File: src/rtl/rtcalm_pkg.sv
// Shared constants and types for the alarm comparator.
// Assumes the four alarm fields are ordered seconds, minutes, hours, date.
package rtcalm_pkg;
    localparam int NUM_FIELDS = 4;
    localparam int FIELD_W    = 8;
    localparam int VALUE_W    = FIELD_W - 1;

    typedef logic [NUM_FIELDS-1:0] field_mask_t;
    typedef logic [FIELD_W-1:0]    field_t;

    // Repeat codes, written {date, hour, min, sec} repeat bits
    localparam logic [3:0] RPT_SECOND = 4'b1111;
    localparam logic [3:0] RPT_MINUTE = 4'b1110;
    localparam logic [3:0] RPT_HOUR   = 4'b1100;
    localparam logic [3:0] RPT_DAY    = 4'b1000;
    localparam logic [3:0] RPT_MONTH  = 4'b0000;
endpackage

File: src/rtl/rtcalm_repeat_dec.sv
// Turns the four repeat bits into a per-field compare mask.
// Codes outside the five legal ones compare nothing, so they fire every second.
// An alarm date of zero with code 0000 disarms the alarm.
module rtcalm_repeat_dec
    import rtcalm_pkg::*;
(
    input  logic [3:0]         rpt_code,
    input  logic [VALUE_W-1:0] date_value,
    output field_mask_t        use_mask,
    output logic               armed
);
    // Map repeat code to the set of fields that must match
    always_comb begin
        unique case (rpt_code)
            RPT_SECOND: use_mask = 4'b0000;
            RPT_MINUTE: use_mask = 4'b0001;
            RPT_HOUR:   use_mask = 4'b0011;
            RPT_DAY:    use_mask = 4'b0111;
            RPT_MONTH:  use_mask = 4'b1111;
            default:    use_mask = 4'b0000;
        endcase
    end

    // Disarm on a zero date with month repeat
    always_comb begin
        armed = !((rpt_code == RPT_MONTH) && (date_value == '0));
    end
endmodule

File: src/rtl/rtcalm_field_cmp.sv
// Compares each current time field against its alarm value.
// Fields outside the mask count as matching; bit 7 of the alarm bytes is excluded.
module rtcalm_field_cmp
    import rtcalm_pkg::*;
(
    input  field_t [NUM_FIELDS-1:0] cur_fields,
    input  field_t [NUM_FIELDS-1:0] alm_fields,
    input  field_mask_t             use_mask,
    input  logic                    armed,
    output logic                    hit
);
    field_mask_t field_ok;

    for (genvar i = 0; i < NUM_FIELDS; i++) begin : g_field
        // Per-field equality, forced true when the field is not compared
        always_comb begin
            field_ok[i] = !use_mask[i] ||
                          (cur_fields[i][VALUE_W-1:0] == alm_fields[i][VALUE_W-1:0]);
        end
    end

    // All compared fields equal and the alarm is armed
    always_comb begin
        hit = armed && (&field_ok);
    end
endmodule

File: src/rtl/rtcalm_flag_ctl.sv
// Holds the sticky alarm flag and forms the active-low interrupt request.
// Assumes sec_tick is a one-clock strobe. A clear needs flag_rd held for RD_HOLD
// consecutive clocks; a set on the same edge wins.
module rtcalm_flag_ctl #(
    parameter int RD_HOLD = 2
) (
    input  logic clk,
    input  logic rst_n,
    input  logic set_req,
    input  logic flag_rd,
    input  logic flag_irq_en,
    input  logic backup_irq_en,
    input  logic on_battery,
    output logic alarm_flag,
    output logic irq_n
);
    localparam int CNT_W = $clog2(RD_HOLD + 1);
    localparam logic [CNT_W-1:0] CNT_LAST = CNT_W'(RD_HOLD - 1);

    logic [CNT_W-1:0] rd_run;
    logic             clr_req;

    // Clear once the read has been held long enough
    always_comb begin
        clr_req = flag_rd && (rd_run >= CNT_LAST);
    end

    // Count consecutive read cycles, saturating at the hold length
    always_ff @(posedge clk) begin
        if (!rst_n) begin
            rd_run <= '0;
        end else if (!flag_rd) begin
            rd_run <= '0;
        end else if (rd_run < CNT_LAST) begin
            rd_run <= rd_run + 1'b1;
        end
    end

    // Sticky flag, set takes priority over clear
    always_ff @(posedge clk) begin
        if (!rst_n) begin
            alarm_flag <= 1'b0;
        end else if (set_req) begin
            alarm_flag <= 1'b1;
        end else if (clr_req) begin
            alarm_flag <= 1'b0;
        end
    end

    // Interrupt request gated by the enables and the power source
    always_comb begin
        irq_n = !(alarm_flag && flag_irq_en && (!on_battery || backup_irq_en));
    end
endmodule

File: src/rtl/rtc_alarm_match.sv
// Top of the alarm comparator: repeat decode, field compare, flag and request.
// Evaluates the compare only on sec_tick; the flag updates on that same edge.
module rtc_alarm_match
    import rtcalm_pkg::*;
#(
    parameter int RD_HOLD = 2
) (
    input  logic       clk,
    input  logic       rst_n,
    input  logic       sec_tick,
    input  logic [7:0] cur_sec,
    input  logic [7:0] cur_min,
    input  logic [7:0] cur_hour,
    input  logic [7:0] cur_date,
    input  logic [7:0] alm_sec,
    input  logic [7:0] alm_min,
    input  logic [7:0] alm_hour,
    input  logic [7:0] alm_date,
    input  logic       flag_irq_en,
    input  logic       backup_irq_en,
    input  logic       on_battery,
    input  logic       flag_rd,
    output logic       alarm_flag,
    output logic       irq_n
);
    field_t [NUM_FIELDS-1:0] cur_fields;
    field_t [NUM_FIELDS-1:0] alm_fields;
    logic   [3:0]            rpt_code;
    field_mask_t             use_mask;
    logic                    armed;
    logic                    hit;
    logic                    set_req;

    // Gather fields in seconds-to-date order and pull out the repeat bits
    always_comb begin
        cur_fields = {cur_date, cur_hour, cur_min, cur_sec};
        alm_fields = {alm_date, alm_hour, alm_min, alm_sec};
        rpt_code   = {alm_date[FIELD_W-1], alm_hour[FIELD_W-1],
                      alm_min[FIELD_W-1],  alm_sec[FIELD_W-1]};
    end

    rtcalm_repeat_dec u_dec (
        .rpt_code   (rpt_code),
        .date_value (alm_date[VALUE_W-1:0]),
        .use_mask   (use_mask),
        .armed      (armed)
    );

    rtcalm_field_cmp u_cmp (
        .cur_fields (cur_fields),
        .alm_fields (alm_fields),
        .use_mask   (use_mask),
        .armed      (armed),
        .hit        (hit)
    );

    // Qualify the compare with the update strobe
    always_comb begin
        set_req = sec_tick && hit;
    end

    rtcalm_flag_ctl #(.RD_HOLD(RD_HOLD)) u_flag (
        .clk           (clk),
        .rst_n         (rst_n),
        .set_req       (set_req),
        .flag_rd       (flag_rd),
        .flag_irq_en   (flag_irq_en),
        .backup_irq_en (backup_irq_en),
        .on_battery    (on_battery),
        .alarm_flag    (alarm_flag),
        .irq_n         (irq_n)
    );
endmodule

File: config.mk
export PLATFORM = sky130hd
export DESIGN_NAME = rtc_alarm_match
export DESIGN_NICKNAME = d
export VERILOG_FILES = /design/src/rtl/rtcalm_pkg.sv /design/src/rtl/rtcalm_repeat_dec.sv /design/src/rtl/rtcalm_field_cmp.sv /design/src/rtl/rtcalm_flag_ctl.sv /design/src/rtl/rtc_alarm_match.sv
export SDC_FILE = /design/constraint.sdc
export NUM_CORES = 1
export LEC_CHECK = 0
export CAP_MARGIN = 40
export CORE_MARGIN = 2
export CORE_UTILIZATION = 27
export CTS_BUF_LIST = sky130_fd_sc_hd__clkbuf_2 sky130_fd_sc_hd__clkbuf_4 sky130_fd_sc_hd__clkbuf_8
export CTS_CLUSTER_DIAMETER = 80
export DETAILED_ROUTE_END_ITERATION = 10
export PLACE_DENSITY = 0.95
export SLEW_MARGIN = 20
export SYNTH_ARGS = -nofsm -noshare
export SYNTH_HDL_FRONTEND = slang
export SYNTH_SLANG_ARGS = --single-unit
File: constraint.sdc
create_clock -name clk -period 1.6 [get_ports clk]
set_input_delay 0.16 -clock clk [delete_from_list [all_inputs] [get_ports clk]]
set_output_delay 0.16 -clock clk [all_outputs]
set_load 0.05 [all_outputs]
After elaboration in Yosys (flattened, before gate mapping)
Index checks and enable logic that the tools add are counted.
{"block": "totals", "regBits": 3, "inputBits": 71, "output_inout_bits": 2, "wordCells": 38}
{"block": "classes", "addsub": 1, "magnitude_cmp": 2, "n_eq_ne": 7, "n_mux": 3, "n_reduce_logical": 23}
{"cell": "$eq 7x7->1", "n": 4}
{"cell": "$pmux 4 s4", "n": 1}
{"cell": "$eq 4x4->1 const B", "n": 3}
{"cell": "$logic_not 1->1", "n": 7}
{"cell": "$logic_not 7->1", "n": 1}
{"cell": "$logic_and 1x1->1", "n": 6}
{"cell": "$logic_or 1x1->1", "n": 5}
{"cell": "$logic_not 4->1", "n": 1}
{"cell": "$reduce_and 4->1", "n": 1}
{"cell": "$add 2x1->2 const B", "n": 1}
{"cell": "$ge 2x1->1 const B", "n": 1}
{"cell": "$lt 2x1->1 const B", "n": 1}
{"cell": "$mux 1", "n": 2}
{"cell": "$reduce_and 2->1", "n": 1}
{"cell": "$reduce_bool 2->1", "n": 1}

Depth between registers and ports, before layout
{"block": "logic_depth", "depth_word": 8, "depth_mapped": 5, "ltp_nobuf": 5}

Modules after synthesis
From an unflattened synthesis, not the netlist that was laid out.
{"block": "unflattened", "hier_cells": 66, "hier_area_um2": 555.5}
{"mod": "rtcalm_field_cmp", "n_inst": 1, "cells_each": 39, "area_each_um2": 321.6, "seq_area_each_um2": 0.0}
{"mod": "rtcalm_flag_ctl", "n_inst": 1, "cells_each": 17, "area_each_um2": 150.1, "seq_area_each_um2": 60.1}
{"mod": "rtcalm_repeat_dec", "n_inst": 1, "cells_each": 9, "area_each_um2": 77.6, "seq_area_each_um2": 0.0}
{"mod": "rtc_alarm_match", "n_inst": 1, "cells_each": 1, "area_each_um2": 6.3, "seq_area_each_um2": 0.0}

Worst setup path after synthesis
OpenSTA, ideal clock, no wires.
{"block": "synth_path", "kind": "reg2out", "startpoint": "register u_flag.alarm_flag", "endpoint": "output port irq_n", "arrival_time_ns": 1.173, "required_time_ns": 1.440, "setup_slack_ns": 0.267, "stages_incl_launch_ff": 2, "n_path_buf": 0, "cell_sequence": "dfxtp_1 > o211ai_1"}
{"block": "synth_via", "elab_chain_len": 3}
{"item": "start, declared", "line_no": "rtcalm_flag_ctl.sv:14", "text": "output logic alarm_flag,"}
{"item": "start signal, assigned", "line_no": "rtcalm_flag_ctl.sv:42", "text": "alarm_flag <= 1'b0;"}
{"item": "start signal, assigned", "line_no": "rtcalm_flag_ctl.sv:44", "text": "alarm_flag <= 1'b1;"}
{"item": "start signal, assigned", "line_no": "rtcalm_flag_ctl.sv:46", "text": "alarm_flag <= 1'b0;"}
{"item": "$logic_and 1x1->1 (2 in a row)", "line_no": "rtcalm_flag_ctl.sv:52", "text": "irq_n = !(alarm_flag && flag_irq_en && (!on_battery || backup_irq_en));"}
{"item": "$logic_not 1->1", "line_no": "rtcalm_flag_ctl.sv:52"}
{"item": "end, declared", "line_no": "rtc_alarm_match.sv:24", "text": "output logic irq_n"}
No other way between the ends.

Worst setup path in the final report
{"block": "layout_path", "startpoint": "input port alm_date[0]", "endpoint": "register u_flag.alarm_flag"}
{"block": "layout_via", "elab_chain_len": 6, "word_cells_on_any_way": 10, "classes_between": "1 x eq/ne; 1 x mux; 8 x reduce/logical"}
{"item": "start, declared", "line_no": "rtc_alarm_match.sv:18", "text": "input logic [7:0] alm_date,"}
{"item": "$eq 7x7->1 or $logic_not 7->1 (tied branches)", "line_no": "rtcalm_field_cmp.sv:18, rtcalm_repeat_dec.sv:26"}
{"item": "$logic_or 1x1->1 or $logic_and 1x1->1 (tied branches)", "line_no": "rtcalm_field_cmp.sv:17, rtcalm_repeat_dec.sv:26"}
{"item": "$reduce_and 4->1 or $logic_not 1->1 (tied branches)", "line_no": "rtcalm_field_cmp.sv:24, rtcalm_repeat_dec.sv:26"}
{"item": "$logic_and 1x1->1 *", "line_no": "rtcalm_field_cmp.sv:24", "text": "hit = armed && (&field_ok);"}
{"item": "$logic_and 1x1->1 *", "line_no": "rtc_alarm_match.sv:59", "text": "set_req = sec_tick && hit;"}
{"item": "$mux 1 or $reduce_bool 2->1 (tied branches)"}
Mark *: on every way between the ends. The rest lies on a longest branch, timed or not.
A chain may end at the register's enable or synchronous reset.

==> flow_metrics.env <==
export IMPL_outcome="complete, no violations"
export IMPL_syn_nets=137
export IMPL_ys_flop_type="dfxtp_1"
export IMPL_num_antenna_cells=0
export IMPL_crit_fanout=2
export IMPL_dpl_cell_area_um2=1250
export IMPL_maxSlewViolCount=0
export IMPL_layout_drive_gt1_share_pct=5.88
export IMPL_worstMarginPinSlew_ns=0.281
export IMPL_num_io_pins=73
export IMPL_ys_warn_count=0
export IMPL_clock_fmax_ghz=0.742
export IMPL_dr_first_iter_drc_count=3
export IMPL_grt_pass1_vias=843
export IMPL_die_w_um=48.4
export IMPL_cts_sinks=3
export IMPL_internal_power_mw=0.400
export IMPL_maxCapViolations=0
export IMPL_critPathCaptureType="flop"
export IMPL_drt_first_pass_iters=2
export IMPL_io_buffer_count=68
export IMPL_clkPwrFrac_pct=26.7
export IMPL_setup_violations=0
export IMPL_nFillCells=163
export IMPL_wire_per_inst_um=12.0
export IMPL_clock_latency_ns=0.23
export IMPL_p_sw_share_pct=26.1
export IMPL_tns_ns=0
export IMPL_drt_total_wl_mm=1.95
export IMPL_place_ws_ns=0.00540
export IMPL_yosysTopAreaCell="xnor2_1"
export IMPL_stdcell_count=163
export IMPL_crit_type="primary input to flop"
export IMPL_slew_limit_headroom_pct=81.2
export IMPL_cts_htree_levels=1
export IMPL_fp_row_count=16
export IMPL_setup_ws_ns=0.253
export IMPL_power_switching_mw=0.141
export IMPL_hold_viol=0
export IMPL_clk_pin_slew_ns=0.04
export IMPL_initial_utilization_pct=28.0
export IMPL_cts_buffer_depth=2
export IMPL_fin_nets=210
export IMPL_timing_final_crit_share_pct=84.2
export IMPL_p_per_area_nw_per_um2=422
export IMPL_ys_async_sr_fraction_pct=0
export IMPL_fp_dieH_um=48.4
export IMPL_netlist_area_leader_share_pct=26.4
export IMPL_grt_max_degree=4
export IMPL_finalClockSkew_ns=0.00152
export IMPL_crit_arrival_ns=1.46
export IMPL_cts_made_buffers=3
export IMPL_seqPwrFrac_pct=15.9
export IMPL_numPlacedInstances=159
export IMPL_gp_congestion=0.712
export IMPL_drc=0
export IMPL_hpwl_mm=1.89
export IMPL_required_ns=1.71
export IMPL_synth_cell_types=22
export IMPL_cts_tree="done"
export IMPL_coreArea_um2=1900
export IMPL_syn_area_um2=532
export IMPL_dieArea_um2=2340
export IMPL_routed_via_count=733
export IMPL_synth_seq_area_share_pct=11.3
export IMPL_syn_instance_count=64
export IMPL_grt_pass1_wl_mm=3.39
export IMPL_grt_overflow=0
export IMPL_ant_nets=0
export IMPL_design_area_um2=1280
export IMPL_antenna_found_initial=0
export IMPL_hold_class="primary input to flop"
export IMPL_synthTopCellsByArea="xnor2_1, xor2_1, dfxtp_1"
export IMPL_rsz0062_at_grt="false"
export IMPL_avgSynthCellArea_um2=8.31
export IMPL_vdd_ir_drop_max_v=0.000234
export IMPL_combPwrFrac_pct=57.4
export IMPL_cts_resized_gates=0
export IMPL_critPathLaunchType="primary input"
export IMPL_power_leakage_nw=0.470
export IMPL_synth_seq_cells=3
export IMPL_finalCriticalPeriod_ns=1.35
export IMPL_finalPower_mw=0.542
export IMPL_r2r_slack_ns=0.60
export IMPL_synth_edf_count=0
export IMPL_ctsHoldBuffers=0
export IMPL_vias_per_cell=4.50
export IMPL_grtUsageTotal_pct=18.2
export IMPL_postCtsSetupBuffers=0
export IMPL_cts_root_buffer="clkbuf_4"
export IMPL_area_growth_pct=141
-- metal layers --
| layer | global-route usage [%] | wire (um) | vias to the layer above |
|---|---|---|---|
| li1 | - | - | 367 |
| met1 | 15.7 | 594 | 329 |
| met2 | 39.6 | 1210 | 35 |
| met3 | 3.09 | 122 | 2 |
| met4 | 7.14 | 17 | 0 |
| met5 | 0 | 0 | - |
-- cell usage in the layout, fill, tap and decap left out, types with 2 or more instances in the layout --
| cell | n |
|---|---|
| clkbuf_4 | 4 |
| clkdlybuf4s50_1 | 66 |
| dfxtp_1 | 3 |
| ha_1 | 2 |
| inv_1 | 4 |
| nand2_1 | 2 |
| nand4_1 | 3 |
| nor2_1 | 4 |
| nor3_1 | 2 |
| nor4_1 | 2 |
| o211ai_1 | 2 |
| xnor2_1 | 16 |
| xor2_1 | 13 |
-- stage by stage --
stage	hold slack [ns]	util [%]
5_1_grt	0.521	67.5
6_report	0.516	67.5
3_3_place_gp	0.475	65.9
4_1_cts	0.512	67.5
2_1_floorplan	0.302	-
3_5_place_dp	0.504	65.9
-- synth_stat cells (all sizes together), types with 2 or more instances --
| cell type | instances |
|---|---|
| o211ai | 2 |
| ha | 2 |
| nor3 | 2 |
| dfxtp | 3 |
| nor2 | 4 |
| nand4 | 3 |
| nor4 | 4 |
| o21ai | 2 |
| xor2 | 13 |
| xnor2 | 16 |
| inv | 4 |
| nand2 | 2 |
-- area by class of cell --
cell class	count	area, um2	area share [%]
inverter	4	15.0	1.17
tap	27	33.8	2.63
clock buffer	4	30.0	2.34
sequential	3	60.1	4.68
timing repair buffer	68	688	53.6
multi-input combinational	57	457	35.6
-- flip-flops by register name, indices dropped and copies added, names as in the netlist --
signal             cells
u_flag.rd_run          2
u_flag.alarm_flag      1
-- power by group through the flow --
stage	Sequential (mW)	Combinational (mW)	Clock (mW)
finish	0.0861	0.311	0.144
global route	0.0870	0.335	0.156
CTS	0.0862	0.315	0.150
detailed placement	0.0871	0.314	0
global placement	0.0869	0.303	0
floorplan	0.0960	0.0999	0
-- logic make-up (layout without fill, tap and decap cells) --
logic type	Yosys count	count (layout)	synth area share (%)
buffers and inverters	4	76	2.82
adders and majority gates	2	2	4.71
AOI/OAI and AO/OA	7	7	9.65
muxes	1	1	1.88
xor gates and xnor gates	29	29	47.8
and+or+nand+nor	18	18	21.9
DFF	3	3	11.3
-- critical path: stages --
cell	delay (ns)
clkdlybuf4s50_1	0.51
xor2_1	0.19
nor4_2	0.07
a31o_1	0.22
a41oi_1	0.22
o21ai_1	0.08
-- worst paths after layout --
check | startpoint | to | cells past startpoint
setup / recovery | alm_date[0] | u_flag.alarm_flag$_SDFFE_PN0P_ | 6
setup reg to reg | u_flag.rd_run[0]$_SDFFE_PN0N_ | u_flag.rd_run[1]$_SDFFE_PN0N_ | 4
hold / removal | sec_tick | u_flag.alarm_flag$_SDFFE_PN0P_ | 3
hold reg to reg | u_flag.rd_run[1]$_SDFFE_PN0N_ | u_flag.rd_run[1]$_SDFFE_PN0N_ | 2
Power figures use the tool's default switching activity.
